### src/rtl/sysclk_sw_pkg.sv
// Package: shared field positions, bus addresses, key words and types for
// the system clock source switcher. Assumes a 32-bit register bus.
package sysclk_sw_pkg;

    localparam int SEL_W    = 3;   // source code width (up to eight sources)
    localparam int STEP_W   = 3;   // slew dwell field width
    localparam int PDIV_W   = 4;   // post-divide field width

    // Control register field positions
    localparam int CTRL_GO_BIT  = 0;
    localparam int CTRL_REQ_LSB = 8;
    localparam int CTRL_CUR_LSB = 12;

    // Slew register field positions
    localparam int SLEW_BUSY_BIT = 0;
    localparam int SLEW_DN_BIT   = 1;
    localparam int SLEW_UP_BIT   = 2;
    localparam int SLEW_STEP_LSB = 8;
    localparam int SLEW_PDIV_LSB = 20;

    // Bus addresses
    localparam logic [1:0] ADDR_CTRL = 2'd0;
    localparam logic [1:0] ADDR_SLEW = 2'd1;
    localparam logic [1:0] ADDR_KEY  = 2'd2;

    typedef enum logic [1:0] {
        KEY_SHUT = 2'd0,
        KEY_HALF = 2'd1,
        KEY_OPEN = 2'd2
    } key_state_e;

    typedef struct packed {
        logic              dn_en;  // slew when the ratio rises
        logic              up_en;  // slew when the ratio falls
        logic [STEP_W-1:0] step;   // dwell per step, minus one
        logic [PDIV_W-1:0] pdiv;   // requested post-divide field
    } slew_cfg_t;

endpackage

### src/rtl/sysclk_sw_regs.sv
// Module: register file with key-guarded writes.
// Holds the requested source, the go bit and the slew configuration.
// Assumes: one write per cycle; the go bit is cleared only by sw_done.
module sysclk_sw_regs
    import sysclk_sw_pkg::*;
#(
    parameter logic [31:0] KEY_A = 32'h5A17C3E9,
    parameter logic [31:0] KEY_B = 32'hA5E83C16
) (
    input  logic             clk,
    input  logic             rst_n,
    input  logic             wr_en,
    input  logic [1:0]       wr_addr,
    input  logic [31:0]      wr_data,
    input  logic             sw_done,
    input  logic [SEL_W-1:0] cur_sel,
    input  logic             busy,
    output logic [SEL_W-1:0] req_sel,
    output logic             sw_req,
    output slew_cfg_t        cfg,
    output logic [31:0]      ctrl_q,
    output logic [31:0]      slew_q
);

    key_state_e key_q;
    logic       ctrl_wr_ok;
    logic       slew_wr_ok;

    assign ctrl_wr_ok = wr_en && (wr_addr == ADDR_CTRL) && (key_q == KEY_OPEN) && !sw_req;
    assign slew_wr_ok = wr_en && (wr_addr == ADDR_SLEW) && (key_q == KEY_OPEN);

    // Key sequencer: two ordered words open the gate for one write.
    always_ff @(posedge clk) begin
        if (!rst_n) begin
            key_q <= KEY_SHUT;
        end else if (wr_en) begin
            if (wr_addr == ADDR_KEY && wr_data == KEY_A)
                key_q <= KEY_HALF;
            else if (wr_addr == ADDR_KEY && wr_data == KEY_B && key_q == KEY_HALF)
                key_q <= KEY_OPEN;
            else
                key_q <= KEY_SHUT;
        end
    end

    // Control fields: requested source and go bit.
    always_ff @(posedge clk) begin
        if (!rst_n) begin
            req_sel <= '0;
            sw_req  <= 1'b0;
        end else if (sw_done) begin
            sw_req <= 1'b0;
        end else if (ctrl_wr_ok) begin
            req_sel <= wr_data[CTRL_REQ_LSB +: SEL_W];
            sw_req  <= wr_data[CTRL_GO_BIT];
        end
    end

    // Slew configuration fields.
    always_ff @(posedge clk) begin
        if (!rst_n) begin
            cfg <= '0;
        end else if (slew_wr_ok) begin
            cfg.dn_en <= wr_data[SLEW_DN_BIT];
            cfg.up_en <= wr_data[SLEW_UP_BIT];
            cfg.step  <= wr_data[SLEW_STEP_LSB +: STEP_W];
            cfg.pdiv  <= wr_data[SLEW_PDIV_LSB +: PDIV_W];
        end
    end

    // Readback composition for the control register.
    always_comb begin
        ctrl_q = '0;
        ctrl_q[CTRL_CUR_LSB +: SEL_W] = cur_sel;
        ctrl_q[CTRL_REQ_LSB +: SEL_W] = req_sel;
        ctrl_q[CTRL_GO_BIT]           = sw_req;
    end

    // Readback composition for the slew register.
    always_comb begin
        slew_q = '0;
        slew_q[SLEW_BUSY_BIT]              = busy;
        slew_q[SLEW_DN_BIT]                = cfg.dn_en;
        slew_q[SLEW_UP_BIT]                = cfg.up_en;
        slew_q[SLEW_STEP_LSB +: STEP_W]    = cfg.step;
        slew_q[SLEW_PDIV_LSB +: PDIV_W]    = cfg.pdiv;
    end

    AST_LOCKED_CTRL_IGNORED: assert property (@(posedge clk) disable iff (!rst_n)
        (wr_en && wr_addr == ADDR_CTRL && key_q != KEY_OPEN) |=> $stable(req_sel));
    AST_GO_CLEARS_ON_DONE: assert property (@(posedge clk) disable iff (!rst_n)
        $fell(sw_req) |-> $past(sw_done));
    AST_BUSY_CTRL_IGNORED: assert property (@(posedge clk) disable iff (!rst_n)
        (sw_req && !sw_done) |=> (sw_req && $stable(req_sel)));

endmodule

### src/rtl/sysclk_sw_select.sv
// Module: source selection decision.
// While a request is pending, it refuses the request if the target is not
// ready, and otherwise commits on a cycle where the old and new phases are
// both low. Assumes the phase inputs are already in the clk domain.
// Source codes at or above N_SRC count as absent.
module sysclk_sw_select
    import sysclk_sw_pkg::*;
#(
    parameter int N_SRC     = 8,
    parameter int RESET_SRC = 0
) (
    input  logic             clk,
    input  logic             rst_n,
    input  logic             sw_req,
    input  logic [SEL_W-1:0] req_sel,
    input  logic [N_SRC-1:0] src_ready,
    input  logic [N_SRC-1:0] src_phase,
    output logic [SEL_W-1:0] cur_sel,
    output logic [N_SRC-1:0] src_gate,
    output logic             sw_done
);

    localparam int CODES = 1 << SEL_W;

    logic [CODES-1:0] ready_x;
    logic [CODES-1:0] phase_x;
    logic             tgt_ok;
    logic             both_low;
    logic             commit;

    // Widen the source vectors to the full code space; missing codes are absent.
    for (genvar g = 0; g < CODES; g++) begin : g_widen
        if (g < N_SRC) begin : g_real
            assign ready_x[g] = src_ready[g];
            assign phase_x[g] = src_phase[g];
        end else begin : g_none
            assign ready_x[g] = 1'b0;
            assign phase_x[g] = 1'b0;
        end
    end

    assign tgt_ok   = ready_x[req_sel];
    assign both_low = !phase_x[cur_sel] && !phase_x[req_sel];
    assign commit   = sw_req && tgt_ok && both_low;
    assign sw_done  = sw_req && (!tgt_ok || both_low);

    // Active source register: moves only on a clean commit.
    always_ff @(posedge clk) begin
        if (!rst_n)
            cur_sel <= SEL_W'(RESET_SRC);
        else if (commit)
            cur_sel <= req_sel;
    end

    // One-hot gate decode for the active source.
    for (genvar g = 0; g < N_SRC; g++) begin : g_gate
        assign src_gate[g] = (cur_sel == SEL_W'(g));
    end

    function automatic logic [CODES-1:0] code_oh(input logic [SEL_W-1:0] c);
        return CODES'(1) << c;
    endfunction

    AST_REFUSE_KEEPS_SRC: assert property (@(posedge clk) disable iff (!rst_n)
        (sw_req && !tgt_ok) |=> $stable(cur_sel));
    AST_SWITCH_ON_LOW: assert property (@(posedge clk) disable iff (!rst_n)
        (cur_sel != $past(cur_sel)) |->
        (($past(phase_x) & (code_oh(cur_sel) | code_oh($past(cur_sel)))) == '0));
    AST_GATE_ONEHOT: assert property (@(posedge clk) disable iff (!rst_n)
        $countones(src_gate) == 1);

endmodule

### src/rtl/sysclk_sw_postdiv.sv
// Module: post-divider with slew stepping and busy flag.
// The effective field walks toward the requested field one step per dwell
// when slewing is enabled for that direction; otherwise it jumps.
// The tick pulses once per (effective + 1) cycles.
module sysclk_sw_postdiv
    import sysclk_sw_pkg::*;
(
    input  logic              clk,
    input  logic              rst_n,
    input  slew_cfg_t         cfg,
    output logic [PDIV_W-1:0] eff_div,
    output logic              busy,
    output logic              sys_tick
);

    logic [STEP_W-1:0] dwell;
    logic [PDIV_W-1:0] cnt;
    logic              rising;
    logic              slew_on;

    assign rising  = cfg.pdiv > eff_div;
    assign slew_on = rising ? cfg.dn_en : cfg.up_en;
    assign busy    = (eff_div != cfg.pdiv);

    // Effective ratio and dwell counter: step, jump or hold.
    always_ff @(posedge clk) begin
        if (!rst_n) begin
            eff_div <= '0;
            dwell   <= '0;
        end else if (!busy) begin
            dwell <= '0;
        end else if (!slew_on) begin
            eff_div <= cfg.pdiv;
            dwell   <= '0;
        end else if (dwell >= cfg.step) begin
            eff_div <= rising ? eff_div + PDIV_W'(1) : eff_div - PDIV_W'(1);
            dwell   <= '0;
        end else begin
            dwell <= dwell + STEP_W'(1);
        end
    end

    // Tick counter: wraps once it reaches the effective ratio.
    always_ff @(posedge clk) begin
        if (!rst_n)
            cnt <= '0;
        else if (cnt >= eff_div)
            cnt <= '0;
        else
            cnt <= cnt + PDIV_W'(1);
    end

    assign sys_tick = (cnt >= eff_div);

    AST_SLEW_ONE_STEP: assert property (@(posedge clk) disable iff (!rst_n)
        (eff_div != $past(eff_div) && $past(slew_on)) |->
        (eff_div == $past(eff_div) + PDIV_W'(1) || eff_div == $past(eff_div) - PDIV_W'(1)));
    AST_MOVE_ONLY_WHEN_BUSY: assert property (@(posedge clk) disable iff (!rst_n)
        (eff_div != $past(eff_div)) |-> $past(busy));
    AST_JUMP_LANDS: assert property (@(posedge clk) disable iff (!rst_n)
        ($past(busy) && !$past(slew_on) && $stable(cfg.pdiv)) |-> !busy);

endmodule

### src/rtl/sysclk_switch.sv
// Module: top of the system clock source switcher.
// Ties the key-guarded registers, the source decision and the slewing
// post-divider together. Assumes all inputs are synchronous to clk.
module sysclk_switch
    import sysclk_sw_pkg::*;
#(
    parameter int          N_SRC     = 8,
    parameter int          RESET_SRC = 0,
    parameter logic [31:0] KEY_A     = 32'h5A17C3E9,
    parameter logic [31:0] KEY_B     = 32'hA5E83C16
) (
    input  logic              clk,
    input  logic              rst_n,
    input  logic              wr_en,
    input  logic [1:0]        wr_addr,
    input  logic [31:0]       wr_data,
    input  logic [N_SRC-1:0]  src_ready,
    input  logic [N_SRC-1:0]  src_phase,
    output logic [31:0]       ctrl_q,
    output logic [31:0]       slew_q,
    output logic [SEL_W-1:0]  cur_src,
    output logic [N_SRC-1:0]  src_gate,
    output logic [PDIV_W-1:0] post_div_now,
    output logic              sys_tick
);

    logic [SEL_W-1:0] req_sel;
    logic             sw_req;
    logic             sw_done;
    logic             busy;
    slew_cfg_t        cfg;

    sysclk_sw_regs #(
        .KEY_A (KEY_A),
        .KEY_B (KEY_B)
    ) u_regs (
        .clk     (clk),
        .rst_n   (rst_n),
        .wr_en   (wr_en),
        .wr_addr (wr_addr),
        .wr_data (wr_data),
        .sw_done (sw_done),
        .cur_sel (cur_src),
        .busy    (busy),
        .req_sel (req_sel),
        .sw_req  (sw_req),
        .cfg     (cfg),
        .ctrl_q  (ctrl_q),
        .slew_q  (slew_q)
    );

    sysclk_sw_select #(
        .N_SRC     (N_SRC),
        .RESET_SRC (RESET_SRC)
    ) u_select (
        .clk       (clk),
        .rst_n     (rst_n),
        .sw_req    (sw_req),
        .req_sel   (req_sel),
        .src_ready (src_ready),
        .src_phase (src_phase),
        .cur_sel   (cur_src),
        .src_gate  (src_gate),
        .sw_done   (sw_done)
    );

    sysclk_sw_postdiv u_postdiv (
        .clk      (clk),
        .rst_n    (rst_n),
        .cfg      (cfg),
        .eff_div  (post_div_now),
        .busy     (busy),
        .sys_tick (sys_tick)
    );

endmodule

### config.mk
export PLATFORM = sky130hd
export DESIGN_NAME = sysclk_switch
export DESIGN_NICKNAME = d
export VERILOG_FILES = /design/src/rtl/sysclk_sw_pkg.sv /design/src/rtl/sysclk_sw_regs.sv /design/src/rtl/sysclk_sw_select.sv /design/src/rtl/sysclk_sw_postdiv.sv /design/src/rtl/sysclk_switch.sv
export SDC_FILE = /design/constraint.sdc
export NUM_CORES = 1
export LEC_CHECK = 0
export ABC_CLOCK_PERIOD_IN_PS = 8100
export BUFFER_PORTS_ARGS = -buffer_cell sky130_fd_sc_hd__buf_2
export CORE_UTILIZATION = 40
export CTS_BUF_LIST = sky130_fd_sc_hd__clkbuf_4 sky130_fd_sc_hd__clkbuf_8 sky130_fd_sc_hd__clkbuf_16
export CTS_CLUSTER_DIAMETER = 40
export DETAILED_ROUTE_END_ITERATION = 6
export PLACE_DENSITY = 0.84
export SKIP_CTS_REPAIR_TIMING = 1
export SLEW_MARGIN = 10
export SYNTH_ARGS = -nofsm -noshare
export SYNTH_HDL_FRONTEND = slang
export SYNTH_SLANG_ARGS = --single-unit
### constraint.sdc
create_clock -name clk -period 8.1 [get_ports clk]
set_clock_uncertainty 0.2 [all_clocks]
set_input_delay 0.81 -clock clk [delete_from_list [all_inputs] [get_ports clk]]
set_output_delay 0.81 -clock clk [all_outputs]
set_load 0.005 [all_outputs]
Word-level counts from Yosys, hierarchy flattened

Cells that the tools add are included.

Add/subtract/negate cells: 4
Magnitude comparators: 5
Equal/unequal tests: 15
Mux-type cells: 12
Bitwise operators: 4
Reduce and logical (&&, ||, !) cells: 24

Operators with widths:

| cell                 | count |
|---|---|
| $eq 32x31->1 const B | 1 |
| $eq 32x32->1 const B | 1 |
| $eq 3x3->1 const B   | 4 |
| $logic_and 1x1->1    | 12 |
| $mux 4               | 3 |
| $bmux 1 s3           | 3 |
| $add 4x1->4 const B  | 2 |
| $lt 3x4->1 const B   | 2 |
| $eq 3x2->1 const B   | 2 |
| $eq 2x1->1 const B   | 2 |
| $eq 2x2->1 const B   | 2 |
| $ge 4x4->1           | 1 |
| $gt 4x4->1           | 1 |
| $logic_not 1->1      | 4 |
| $mux 1               | 4 |
| $mux 2               | 2 |
| $ne 4x4->1           | 1 |
| $not 1->1            | 4 |
| $reduce_and 2->1     | 2 |
| $reduce_or 2->1      | 2 |
| $reduce_or 4->1      | 1 |
| $sub 4x1->4 const B  | 1 |
| $add 3x1->3 const B  | 1 |
| $eq 3x1->1 const B   | 1 |
| 5 further kinds      | 5 |

Register bits after elaboration: 29
Bits of input ports: 53
Output and inout bits: 80
Logic and storage cells: 75

Longest topological paths before layout

Gate-level depths: netlist of the first run.

Depth after elaboration: 8
Mapped depth: 13
Mapped depth without buffers: 13

By module

Synthesis of the first run repeated with hierarchy kept, for this count alone.

Cell total of the unflattened synthesis: 280
Area total of the unflattened synthesis: 2562.5 µm²

Modules (own cells, without submodules):

| module            | times used | cells each | area an instance (µm²) | sequential area each (µm²) |
|---|---|---|---|---|
| sysclk_sw_regs    | 1          | 143        | 1286.2                 | 300.3 |
| sysclk_sw_postdiv | 1          | 92         | 859.6                  | 220.2 |
| sysclk_sw_select  | 1          | 45         | 416.6                  | 60.1 |

Least setup slack after synthesis of the first run

Ideal clock, no wire load.

Path type: register to register
From: reg u_postdiv.eff_div[1]
To: reg u_postdiv.eff_div[3]
Setup time: 0.139 ns
Arrival time: 2.543 ns
Required time: 7.761 ns
Setup slack: 5.218 ns
Cell stages (with the launch flop): 14
Buffers on the path: 0
Period minus slack after synthesis: 2.882 ns
Cell sequence: dfxtp_1 > inv_1 > ha_1 > nor2b_1 > o211ai_1 > a21oi_1 > inv_1 > ha_1 > a21o_1 > a21oi_1 > xnor2_1 > and3_1 > a211oi_1 > a21oi_1

Word-level cells in the longest chain between the ends: 4
Elaborated cells on any way between the ends: 10
Classes of those cells: add/sub: 2; order compare: 1; eq/ne: 2; mux: 4; reduce/logical: 1

Ends and longest elaborated chain:

| what                                              | RTL line                                         | text |
|---|---|---|
| start: declaration                                | sysclk_sw_postdiv.sv:11                          | `output logic [PDIV_W-1:0] eff_div,` |
| start signal: assignment                          | sysclk_sw_postdiv.sv:33                          | `eff_div <= cfg.pdiv;` |
| start signal: assignment                          | sysclk_sw_postdiv.sv:36                          | `eff_div <= rising ? eff_div + PDIV_W'(1) : eff_div - PDIV_W'(1);` |
| $sub 4x1->4 (tied with other cells)               | sysclk_sw_postdiv.sv:36                          |  |
| $mux 4 / $mux 1 (equally long branches)           | sysclk_sw_postdiv.sv:36, sysclk_sw_postdiv.sv:22 |  |
| $mux 4 / $ne 2x2->1 (equally long branches)       | -                                                |  |
| $mux 4 / $reduce_and 2->1 (equally long branches) | -                                                |  |

Several ways; a longest one is shown, not always the timed one. The select of a mux whose other input is x is not followed.
A chain may end at the register's enable or synchronous reset.

Worst setup path after layout of the first run

Ends and elaborated chain as after synthesis.

==> impl_metrics.py, run 1 <==
metrics = {
    "cts": {
        "cts_tree": "done",
        "clockBufferDepth": 2,
        "clock_latency_ns": 0.28,
        "numCtsBuffers": 5,
        "clk_pin_slew_ns": 0.06,
        "cts_root_buf": "clkbuf_8",
        "htreeDepth": 2,
        "clock_sinks": 29,
    },
    "synth": {
        "synth_top_area_cell": "dfxtp_1",
        "synth.most_common_cell": "buf_4",
        "synth_edf_count": 0,
        "synthTopCellsByCount": "buf_4 (52), dfxtp_1 (29), nor2b_1 (16)",
        "yosys_warnings": 0,
        "netlist_instances": 265,
        "ys_seq_elements": 29,
        "yosysSeqAreaShare_pct": 24.4,
        "synth_cell_types": 50,
        "synth_area_leaders": "dfxtp_1 (24%), buf_4 (16%), ha_1 (7.9%)",
        "syn_area_um2": 2380,
        "synth_top_cell_area_share_pct": 24.4,
        "postSynthAreaPerCell_um2": 8.97,
        "async_reset_ff_share_pct": 0,
        "ys.flop_type": "dfxtp_1",
    },
    "power_and_ir_drop": {
        "power_density_nw_per_um2": 146,
        "swShare_pct": 33.5,
        "pwr-share-seq_pct": 39.1,
        "leakagePower_nw": 1.34,
        "power.total_uw": 396,
        "switching_power_uw": 133,
        "ir_drop_uv": 109,
        "internal_power_uw": 264,
        "clkPwrFrac_pct": 29.0,
        "power_frac_comb_pct": 31.9,
    },
    "cells_and_area": {
        "nets": 411,
        "layout-drive-gt1-share_pct": 31.5,
        "antenna_cells": 0,
        "area_growth_pct": 14.1,
        "fill_cells": 560,
        "multi_input_area_um2": 1480,
        "regArea_um2": 581,
        "finish.utilization_pct": 48.3,
    },
    "min_path": {
        "hold_path_class": "flip-flop to flip-flop",
    },
    "timing": {
        "fmax_mhz": 318,
        "tns_ns": 0,
        "final_hold_viol_count": 0,
        "worstMarginPinSlew_ns": 0.565,
        "slew_violations": 0,
        "rsz0062_at_grt": "no",
        "slew_headroom_pct": 62.3,
        "setup_viol": 0,
        "period_share_pct": 38.8,
        "fin_crit_ns": 3.14,
    },
    "worst_setup_path": {
        "crit_fanout": 5,
        "worstSetupPathType": "flip-flop to flip-flop",
        "startpoint_type": "flip-flop",
        "crit_arrival_ns": 3.08,
        "setup.worst_path.end_class": "flip-flop",
        "cp.required_ns": 8.04,
    },
    "detailed_routing": {
        "detail_route.first_pass.iterations": 4,
        "ant_nets": 0,
        "dr.first_iter.drc_count": 79,
        "wire_per_inst_um": 12.5,
        "num_vias": 2019,
        "routed_via_density": 4.87,
        "drc": 0,
        "wirelength_um": 5170,
    },
    "floorplanning": {
        "die_y_um": 79.1,
        "initial_utilization_pct": 42.4,
        "dieWidth_um": 79.1,
        "dieArea_um2": 6250,
        "core_um2": 5610,
        "rows": 27,
        "ioPinCount": 133,
    },
    "global_routing": {
        "grt_pass1_vias": 1852,
        "antenna_found_initial": 0,
        "grt_remaining_overflow": 0,
        "grt_pass1_wl_um": 8520,
        "grt_usage_pct": 17.3,
        "grt_max_degree": 31,
    },
    "placed_design": {
        "port-buffer-count": 85,
        "dpl.hpwl_um": 4200,
        "place_congestion": 0.872,
    },
    "run_status": {
        "status": "finished, final reports clean",
    },
    "job": {
        "maxCapViolCount": 0,
    },
}
==> cell usage in the layout, fill, tap and decap left out, types with 3 or more instances in the layout <==
cell      instances
buf_2            85
conb_1           47
dfxtp_1          29
nor2b_1          16
nand2_1          15
mux2i_1          15
ha_1             15
inv_1            14
nor2_1           12
a21oi_1           6
nand4_1           6
mux4_2            5
nand3_1           5
clkbuf_8          5
nand2b_1          4
a21o_1            4
nor3b_1           4
nor4_1            4
nor4bb_1          4
nor4b_1           3
o21ai_1           3
xnor2_1           3
o21ai_0           3
==> cell type report <==
class / instances / area share, %
clock inverter: 3 / 0.646
multi-input combinational: 207 / 54.4
tap: 72 / 3.32
sequential: 29 / 21.4
inverter: 14 / 1.94
clock buffer: 5 / 2.54
timing repair buffer: 85 / 15.7
==> registers in the layout, indices dropped and copies added, names as in the netlist <==
name,flops
u_postdiv.cnt,4
u_regs.req_sel,3
u_postdiv.eff_div,4
u_select.cur_sel,3
u_postdiv.dwell,3
u_regs.cfg,9
u_regs.key_q,2
u_regs.sw_req,1
==> stage by stage <==
stage                     instances  hold WS [ns]  worst slack (ns)  instance area, um2
final                           415         0.250              4.96                2710
after global routing            415         0.286              4.69                2710
after CTS                       415         0.255              4.98                2710
after detailed placement        407         0.240              4.99                2620
after global placement          407         0.231              5.04                2620
after floorplan                 311         0.217              5.22                2550
==> logic make-up (layout without fill, tap and decap cells) <==
logic type | count (synthesis) | count (layout) | share of synthesized area [%]
compound gates | 26 | 26 | 7.79
flops | 29 | 29 | 24.4
buf+inv | 75 | 107 | 20.7
xor+xnor | 5 | 5 | 1.84
mux | 24 | 24 | 13.7
other cells | 1 | 47 | 0.158
simple gates | 89 | 89 | 22.5
fa+ha+maj | 16 | 16 | 8.74
==> final timing paths <==
path                                                        start                           endpoint  slack (ns)  cells past startpoint
worst max-delay path            u_postdiv.eff_div[1]$_SDFFE_PN0P_  u_postdiv.eff_div[3]$_SDFFE_PN0P_        4.96                     13
worst min-delay path                u_postdiv.dwell[0]$_SDFF_PP0_      u_postdiv.dwell[0]$_SDFF_PP0_        0.25                      1
worst max register to register  u_postdiv.eff_div[1]$_SDFFE_PN0P_  u_postdiv.eff_div[3]$_SDFFE_PN0P_        4.96                     13
worst min register to register      u_postdiv.dwell[0]$_SDFF_PP0_      u_postdiv.dwell[0]$_SDFF_PP0_        0.25                      1
==> power by group through the flow <==
stage	clock network [mW]	logic [mW]	registers (mW)
after floorplan	0	0.103	0.157
after global placement	0	0.123	0.157
after detailed placement	0	0.125	0.158
after CTS	0.118	0.126	0.155
after global routing	0.126	0.143	0.156
final	0.115	0.126	0.155
==> layer usage <==
| metal | up-vias | global-route usage [%] | wire length [um] |
|---|---|---|---|
| met5 | - | 0 | 0 |
| met2 | 82 | 29.9 | 2510 |
| li1 | 988 | - | - |
| met3 | 8 | 3.68 | 293 |
| met1 | 941 | 21.2 | 2310 |
| met4 | 0 | 5.27 | 67 |
==> worst max-delay path, cell delays in order, from the launching register on <==
cell and delay, ns:
dfxtp_1 0.41, inv_1 0.10, ha_1 0.29, nor2b_1 0.14, o211ai_1 0.13, a21oi_1 0.35
inv_1 0.16, ha_1 0.29, a21o_1 0.17, a21oi_1 0.17, xnor2_1 0.10, and3_1 0.19
a211oi_1 0.20, a21oi_1 0.09
Power figures use the tool's default switching activity.
==> run 2: changes to the inputs <==
Settings changed: ABC_AREA set to 1, ABC_CLOCK_PERIOD_IN_PS 8100 to 2500, PLACE_DENSITY 0.84 to 0.86.
Clock period 8.1 ns to 2.5 ns, I/O delays scaled along.
==> run 2 against run 1 <==
Compared with the run above:
- first-iteration DRC count rose by 80%
- cell area rose by 8.0%
- largest cell class unchanged
- synthesized area rose by 6.0%
==> impl_metrics.py, run 2 <==
metrics = {
    "placed_design": {
        "place_congestion": 0.881,
        "dp.cells": 535,
        "dpl.hpwl_um": 4720,
        "port-buffer-count": 85,
    },
    "min_path": {
        "hold_path_class": "primary input to flip-flop",
    },
    "timing": {
        "period_share_pct": 91.9,
        "slew_violations": 0,
        "fin_crit_ns": 2.30,
        "rsz0062_at_grt": "no",
        "final_hold_viol_count": 0,
        "fmax_mhz": 435,
        "tns_ns": 0,
        "setup_viol": 0,
    },
    "cells_and_area": {
        "antenna_cells": 0,
        "layout.cells.most_common": "buf_2",
        "nets": 536,
        "final_cell_mix": "buf_2 (85), nand2_1 (78), nor2_1 (48)",
        "layout-drive-gt1-share_pct": 25.1,
        "largestRegisters": "u_regs.cfg (9), u_postdiv.cnt (4), u_postdiv.eff_div (4)",
        "largest-register": "u_regs.cfg",
        "largest_reg_flops": 9,
        "area_growth_pct": 16.2,
        "final_cell_count_no_fill": 541,
    },
    "synth": {
        "synthTopCellsByCount": "nand2_1 (78), buf_4 (52), nor2_1 (48), inv_1 (46), nand3_1 (39)",
        "synth_cell_types": 33,
        "postSynthAreaPerCell_um2": 6.59,
        "yosysSeqAreaShare_pct": 23.1,
        "netlist_instances": 382,
        "yosys_warnings": 0,
        "synth_edf_count": 0,
        "synth_top_area_cell": "dfxtp_1",
        "async_reset_ff_share_pct": 0,
        "ys.flop_type": "dfxtp_1",
        "synth_top_cell_area_share_pct": 23.1,
        "ys_seq_elements": 29,
        "synth_area_leaders": "dfxtp_1 (23%), buf_4 (15%), nand2_1 (12%)",
        "synth.most_common_cell": "nand2_1",
        "syn_area_um2": 2520,
    },
    "run_status": {
        "status": "finished, final reports clean",
    },
    "cts": {
        "numCtsBuffers": 5,
        "clockBufferDepth": 2,
        "clk_pin_slew_ns": 0.06,
        "clock_latency_ns": 0.28,
        "cts_tree": "done",
        "cts_root_buf": "clkbuf_8",
        "clock_sinks": 29,
        "htreeDepth": 2,
    },
    "detailed_routing": {
        "wire_per_inst_um": 10.4,
        "ant_nets": 0,
        "detail_route.first_pass.iterations": 4,
        "drc": 0,
        "num_vias": 2526,
        "dr.first_iter.drc_count": 142,
        "routed_via_density": 4.67,
        "wirelength_um": 5640,
    },
    "floorplanning": {
        "dieWidth_um": 81.4,
        "dieArea_um2": 6620,
        "die_y_um": 81.4,
        "rows": 28,
        "initial_utilization_pct": 42.0,
        "ioPinCount": 133,
        "core_um2": 5990,
    },
    "power_and_ir_drop": {
        "pwr-share-seq_pct": 29.8,
        "power_frac_comb_pct": 50.3,
        "swShare_pct": 41.4,
        "leakagePower_nw": 1.59,
        "power_density_nw_per_um2": 601,
        "internal_power_mw": 1.03,
        "switching_power_uw": 728,
        "clkPwrFrac_pct": 19.9,
        "ir_drop_uv": 354,
    },
    "worst_setup_path": {
        "setup.worst_path.end_class": "flip-flop",
        "worstSetupPathType": "flip-flop to flip-flop",
        "cp.required_ns": 2.48,
        "crit_fanout": 6,
        "cpMostUsedCell": "nand2_1",
        "cp_slowest_stage_delay_ns": 0.36,
        "crit_path_top_delay_cell": "dfxtp_4",
        "path_cells": "inv_1, ha_1, nand2_1, inv_2, nand2_1, nand2_4, nand2_4, ha_4, nand3_1, nand2_1, nand2_1, nand3_1, nand2_1, nand2_1, nand2_1, nor2_1, nor2_1",
        "startpoint_type": "flip-flop",
        "crit_arrival_ns": 2.28,
    },
    "global_routing": {
        "grt_pass1_wl_um": 9330,
        "grt_max_degree": 23,
        "grt_usage_pct": 18.0,
        "grt_pass1_vias": 2227,
        "antenna_found_initial": 0,
        "grt_remaining_overflow": 0,
    },
    "job": {
        "maxCapViolCount": 0,
    },
}
-- run 2: kinds of logic (layout without fill, tap and decap cells) --
family	count (synthesis)	in the layout	synth area share (%)
AO/OA/AOI/OAI	32	32	6.66
XOR/XNOR	4	4	1.39
adder cells (fa/ha/maj)	16	16	8.25
buffers and inverters	106	144	24.1
flip-flops	29	29	23.1
other	1	47	0.149
AND/OR/NAND/NOR	194	194	36.4
-- run 2: path summary, 6_finish.rpt --
kind	start	endpoint	slack [ns]	cells after the start
min reg2reg	u_postdiv.dwell[0]$_SDFF_PP0_	u_postdiv.dwell[0]$_SDFF_PP0_	0.24	1
min	wr_en	u_regs.key_q[0]$_SDFFE_PN0P_	0.002	2
max	u_postdiv.eff_div[2]$_SDFFE_PN0P_	u_postdiv.eff_div[3]$_SDFFE_PN0P_	0.20	17
max reg2reg	u_postdiv.eff_div[2]$_SDFFE_PN0P_	u_postdiv.eff_div[3]$_SDFFE_PN0P_	0.20	17
-- run 2: final cells by class --
cell class | instances | area (um2)
flip-flops and latches | 29 | 586
repair buffers | 87 | 440
inverters | 51 | 196
fillers | 613 | 3060
clock buffers | 5 | 68.8
multi-input cells | 293 | 1540
well taps | 75 | 93.8
clock inverters | 1 | 5.00
-- run 2: power groups by stage --
stage	clock, mW	sequential (mW)	combinational [mW]
after CTS	0.360	0.516	0.843
final	0.350	0.524	0.886
after floorplan	0	0.533	0.669
after global placement	0	0.523	0.805
after detailed placement	0	0.526	0.840
after global routing	0.379	0.526	1.01
-- run 2: layer usage --
layer  global-route usage [%]  share of wire, %  vias to the layer above
li1                         -                 -                     1293
met1                     22.2                43                     1110
met2                     30.9                49                      115
met3                     4.04               6.5                        8
met4                     5.54               1.2                        0
met5                        0                 0                        -
-- run 2: per-stage QoR --
stage | setup slack (ns) | hold WS [ns] | util [%] | total power [mW] | instance area [um2]
after global routing | 0.0127 | 0.00814 | 48.9 | 1.92 | 2930
after CTS | 0.0305 | -0.00304 | 48.2 | 1.72 | 2890
after floorplan | 0.133 | 0.144 | - | 1.20 | 2690
after global placement | 0.133 | 0.229 | 47.0 | 1.33 | 2820
final | 0.202 | 0.00226 | 48.9 | 1.76 | 2930
after detailed placement | 0.0476 | 0.234 | 47.0 | 1.37 | 2820
-- run 2: critical path, delay by kind of cell, from the launching register on --
kind | cells | cell delay [ns]
simple gates | 13 | 0.91
fa+ha+maj | 2 | 0.58
flops | 1 | 0.36
buf+inv | 2 | 0.14
